$ cat src/rtl/wel_pkg.sv
// Package: shared layout constants for the write-enable/status unit.
// Assumes an 8-bit status byte with the latch flag at a fixed bit.
package wel_pkg;
    localparam int          STAT_W   = 8;
    localparam int          WEL_BIT  = 1;
    localparam logic [7:0]  WR_MASK  = 8'hF1;   // bits 7..4 and 0 writable
    localparam logic [7:0]  STAT_RST = 8'h00;   // modelled non-volatile value
endpackage

$ cat src/rtl/wel_latch.sv
// Module: write-enable latch with per-transaction auto-clear.
// Assumes strobes are single-cycle and xfer_end marks chip-select rising.
module wel_latch (
    input  logic clk,
    input  logic rst_n,
    input  logic set_en_i,
    input  logic clr_en_i,
    input  logic wr_req_i,
    input  logic xfer_end_i,
    output logic wel_o
);
    logic wel_q;
    logic pend_q;
    logic end_clr;

    // A transaction ending after any write request drops the latch.
    assign end_clr = xfer_end_i && (pend_q || wr_req_i);

    // Track whether the open transaction requested a write.
    always_ff @(posedge clk) begin
        if (!rst_n)          pend_q <= 1'b0;
        else if (xfer_end_i) pend_q <= 1'b0;
        else if (wr_req_i)   pend_q <= 1'b1;
    end

    // Latch update: clears take priority over the set command.
    always_ff @(posedge clk) begin
        if (!rst_n)                  wel_q <= 1'b0;
        else if (end_clr || clr_en_i) wel_q <= 1'b0;
        else if (set_en_i)           wel_q <= 1'b1;
    end

    assign wel_o = wel_q;

    p_end_clears_r8: assert property (@(posedge clk) disable iff (!rst_n)
        (xfer_end_i && pend_q) |=> !wel_q);
    p_clr_wins_r10: assert property (@(posedge clk) disable iff (!rst_n)
        clr_en_i |=> !wel_q);
    p_set_r2: assert property (@(posedge clk) disable iff (!rst_n)
        (set_en_i && !clr_en_i && !xfer_end_i) |=> wel_q);
endmodule

$ cat src/rtl/wel_status_reg.sv
// Module: status byte storage; merges the latch flag, forces fixed zeros.
// Assumes wr_en_i is already qualified by the grant logic.
module wel_status_reg #(
    parameter int               STAT_W   = wel_pkg::STAT_W,
    parameter int               WEL_BIT  = wel_pkg::WEL_BIT,
    parameter logic [STAT_W-1:0] WR_MASK  = wel_pkg::WR_MASK,
    parameter logic [STAT_W-1:0] STAT_RST = wel_pkg::STAT_RST
) (
    input  logic              clk,
    input  logic              rst_n,
    input  logic              wr_en_i,
    input  logic [STAT_W-1:0] wdata_i,
    input  logic              wel_i,
    output logic [STAT_W-1:0] status_o
);
    localparam logic [STAT_W-1:0] WEL_MASK = STAT_W'(1) << WEL_BIT;

    logic [STAT_W-1:0] stor_q;

    // Load only the writable positions on a granted write.
    always_ff @(posedge clk) begin
        if (!rst_n)       stor_q <= STAT_RST & WR_MASK;
        else if (wr_en_i) stor_q <= wdata_i & WR_MASK;
    end

    // Present storage with the live latch flag inserted.
    always_comb begin
        status_o = stor_q;
        status_o[WEL_BIT] = wel_i;
    end

    p_hold_r7: assert property (@(posedge clk) disable iff (!rst_n)
        !wr_en_i |=> $stable(stor_q));
    p_fixed_zero_r6: assert property (@(posedge clk) disable iff (!rst_n)
        (status_o & ~(WR_MASK | WEL_MASK)) == '0);
endmodule

$ cat src/rtl/wel_grant.sv
// Module: write grant decode from latch state and protect pin.
// Assumes protect guards the status register only.
module wel_grant (
    input  logic wel_i,
    input  logic wp_n_i,
    input  logic stat_wr_i,
    input  logic mem_wr_i,
    output logic stat_grant_o,
    output logic mem_grant_o
);
    // Grants are combinational so the data byte commits in its own cycle.
    always_comb begin
        mem_grant_o  = mem_wr_i && wel_i;
        stat_grant_o = stat_wr_i && wel_i && wp_n_i;
    end
endmodule

$ cat src/rtl/wel_guard.sv
// Module: top of the write-enable latch and status protection unit.
// Assumes decoder strobes are synchronous to clk and one cycle wide.
module wel_guard #(
    parameter int STAT_W = wel_pkg::STAT_W
) (
    input  logic              clk,
    input  logic              rst_n,
    input  logic              set_en_i,
    input  logic              clr_en_i,
    input  logic              stat_wr_i,
    input  logic [STAT_W-1:0] stat_data_i,
    input  logic              mem_wr_i,
    input  logic              xfer_end_i,
    input  logic              wp_n_i,
    output logic [STAT_W-1:0] status_o,
    output logic              stat_grant_o,
    output logic              mem_grant_o
);
    logic wel;
    logic wr_req;

    // Any write request, granted or not, arms the end-of-transaction clear.
    assign wr_req = stat_wr_i || mem_wr_i;

    wel_latch u_latch (
        .clk        (clk),
        .rst_n      (rst_n),
        .set_en_i   (set_en_i),
        .clr_en_i   (clr_en_i),
        .wr_req_i   (wr_req),
        .xfer_end_i (xfer_end_i),
        .wel_o      (wel)
    );

    wel_grant u_grant (
        .wel_i        (wel),
        .wp_n_i       (wp_n_i),
        .stat_wr_i    (stat_wr_i),
        .mem_wr_i     (mem_wr_i),
        .stat_grant_o (stat_grant_o),
        .mem_grant_o  (mem_grant_o)
    );

    wel_status_reg #(.STAT_W(STAT_W)) u_status (
        .clk      (clk),
        .rst_n    (rst_n),
        .wr_en_i  (stat_grant_o),
        .wdata_i  (stat_data_i),
        .wel_i    (wel),
        .status_o (status_o)
    );

    p_mem_grant_r4: assert property (@(posedge clk) disable iff (!rst_n)
        mem_grant_o |-> status_o[wel_pkg::WEL_BIT]);
    p_stat_grant_r5: assert property (@(posedge clk) disable iff (!rst_n)
        stat_grant_o |-> (status_o[wel_pkg::WEL_BIT] && wp_n_i));
    p_no_idle_grant_r1: assert property (@(posedge clk) disable iff (!rst_n)
        (!stat_wr_i && !mem_wr_i) |-> (!stat_grant_o && !mem_grant_o));
endmodule

$ cat config.mk
export PLATFORM = sky130hd
export DESIGN_NAME = wel_guard
export DESIGN_NICKNAME = d
export VERILOG_FILES = /design/src/rtl/wel_pkg.sv /design/src/rtl/wel_latch.sv /design/src/rtl/wel_status_reg.sv /design/src/rtl/wel_grant.sv /design/src/rtl/wel_guard.sv
export SDC_FILE = /design/constraint.sdc
export NUM_CORES = 1
export LEC_CHECK = 0
export BUFFER_PORTS_ARGS = -buffer_cell sky130_fd_sc_hd__buf_2
export CORE_AREA = 2 2 39 41
export CTS_CLUSTER_DIAMETER = 80
export DETAILED_ROUTE_END_ITERATION = 12
export DIE_AREA = 0 0 41 43
export PLACE_DENSITY = 0.63
export SYNTH_ARGS = -nofsm -noshare
export SYNTH_HDL_FRONTEND = slang
export SYNTH_SLANG_ARGS = --single-unit
$ cat constraint.sdc
create_clock -name clk -period 1.78 [get_ports clk]
set_clock_uncertainty 0.15 [all_clocks]
set_input_delay 0.089 -clock clk [delete_from_list [all_inputs] [get_ports clk]]
set_output_delay 0.089 -clock clk [all_outputs]
set_load 0.05 [all_outputs]
==> flow_summary.json <==
{
  "outcome": "complete, no violations",
  "grt_pass1_wl_um": 1120,
  "yosys.area_share.adder": 0,
  "io_buffers": 20,
  "seq_area_frac_synth": 0.439,
  "cts_num_sinks": 7,
  "netlist_area_um2": 319,
  "drtAntennaViolNets": 0,
  "power.density_nw_per_um2": 714,
  "drc": 0,
  "grt-ovfl-total": 0,
  "hp-class": "in -> reg",
  "final_nets": 80,
  "cts_made_buffers": 3,
  "endpoint_kind": "register",
  "synth_xor_area_frac": 0,
  "yosys-top-cells-area": "dfxtp_1 44%, mux2i_1 16%, nand2_1 12%",
  "fp.dieH_um": 43,
  "final_cell_mix": "20 x buf_2, 10 x nand2_1, 8 x dlygate4sd3_1",
  "drv_slew": 0,
  "max_freq_mhz": 619,
  "criticalPathCategory": "reg -> reg",
  "fill_cells": 149,
  "holdBufCountCts": 8,
  "synth.mux.area_fraction": 0.157,
  "clockBufferDepth": 2,
  "cts.reportedPaths.clkPinSlew_ps": 50,
  "synth_simple_gate_area_share": 0.255,
  "synth_top_cell_by_area": "dfxtp_1",
  "synth_compound_area_frac": 0.0275,
  "cellLeakagePower_nw": 0.249,
  "cp-start-kind": "register",
  "ys_types": 13,
  "setup_tns_ps": 0,
  "cts_resized": 0,
  "gp_congestion": 0.624,
  "final_common_cell": "buf_2",
  "final-setup-viol-count": 0,
  "pin_count": 26,
  "grt_pass1_vias": 314,
  "first_iter_violations": 2,
  "synth_top_family_by_area": "simple AND/OR/NAND/NOR gates",
  "dp_hpwl_um": 513,
  "netlist.area_leader.share": 0.439,
  "viasPerCell": 4.10,
  "critPathArrivalTime_ps": 1660,
  "drt_first_pass_iters": 2,
  "synth.avg_cell_area_um2": 9.12,
  "final-seq-area_um2": 140,
  "grt_max_degree": 13,
  "row_count": 14,
  "syn_inst": 35,
  "wl_per_cell_um": 8.92,
  "vias": 324,
  "timing.final.ws_setup_ps": 165,
  "cp_data_required_time_ps": 1820,
  "place_ws_ps": 495,
  "areaGrowthSynthToFinish_pct": 61.2,
  "period_needed_ps": 1620,
  "maxCapViolCount": 0,
  "drive_above_1_share": 0.381,
  "track_usage": 0.0958,
  "dieArea_um2": 1760,
  "yosysWarningCount": 0,
  "worstSkewPairLatency_ps": 250,
  "postCtsSetupRepairBufs": 0,
  "period_share": 0.908,
  "coreArea_um2": 1380,
  "drt-total-wl_um": 705,
  "cts_tree": "yes",
  "hold_violations": 0,
  "multi_input_area_um2": 148,
  "vdd_drop_max_mv": 0.358,
  "ys_seq_elements": 7,
  "grt_antenna_before_repair": 0,
  "rsz0062_at_grt": "false",
  "crit_fanout": 2,
  "htree_num_levels": 1,
  "start_util": 0.231,
  "die_w_um": 41,
  "num_antenna_cells": 0,
  "cts_root_buf": "clkbuf_4"
}
## critical path: stages (launching register included)
cell	delay, ps
dfxtp_1	310
o31a_1	300
nor4b_2	240
dlygate4sd3_1	570
## per-layer routing
metal  routed length (µm)  up-vias  track usage  part of all wire
li1                     -      164            -                 -
met3                   71        0       0.0785              0.10
met2                  337       19        0.156              0.48
met5                    0        -            0                 0
met1                  296      141       0.0879              0.42
met4                    0        0       0.0200                 0
## cell usage after synthesis
| cell | number |
|---|---|
| and2_1 | 1 |
| and3_1 | 1 |
| buf_2 | 1 |
| buf_4 | 4 |
| conb_1 | 1 |
| dfxtp_1 | 7 |
| mux2i_1 | 5 |
| nand2_1 | 10 |
| nor2_1 | 1 |
| nor3_1 | 1 |
| nor3b_1 | 1 |
| nor4b_2 | 1 |
| o31a_1 | 1 |
## per-stage QoR
stage	hold WS, ps	power, W	util	cell area (µm²)	instances
floorplan	10.4	0.000202	-	323	36
global placement	109	0.000215	0.295	408	67
global route	43.1	0.000389	0.372	514	79
CTS	23.3	0.000373	0.372	514	79
finish	24.3	0.000367	0.372	514	79
detailed placement	116	0.000216	0.295	408	67
## layout make-up
cell class              instances  share of cell area
repair buffers                 28               0.350
multi-input cells              24               0.287
flip-flops and latches          7               0.273
clock buffers                   4              0.0511
well taps                      16              0.0389
## final timing paths
| check | start | endpoint | slack [ps] | cells after the start |
|---|---|---|---|---|
| setup / recovery | u_latch.pend_q$_SDFFE_PP0P_ | u_latch.wel_o$_SDFFE_PP0P_ | 160 | 3 |
| hold / removal | stat_wr_i | u_latch.pend_q$_SDFFE_PP0P_ | 20 | 3 |
| setup reg to reg | u_latch.pend_q$_SDFFE_PP0P_ | u_latch.wel_o$_SDFFE_PP0P_ | 160 | 3 |
| hold reg to reg | u_status.stor_q[5]$_SDFFE_PN0P_ | u_status.stor_q[5]$_SDFFE_PN0P_ | 310 | 2 |
## report_power, final
group          switching (W)  total (W)  internal [W]
clock network      0.0000568   0.000142     0.0000855
registers         0.00000166   0.000162      0.000160
logic              0.0000346  0.0000629     0.0000283
total              0.0000931   0.000367      0.000274
## sequential cells by signal (all words and copies together) (netlist names)
| register | flops |
|---|---|
| u_latch.pend_q | 1 |
| u_latch.wel_o | 1 |
| u_status.stor_q | 5 |
## cell families after synthesis
logic type,after synthesis
buffers and inverters,5
other,1
and+or+nand+nor,16
DFF,7
AOI/OAI and AO/OA,1
muxes,5
(Power assumes the default switching activity.)
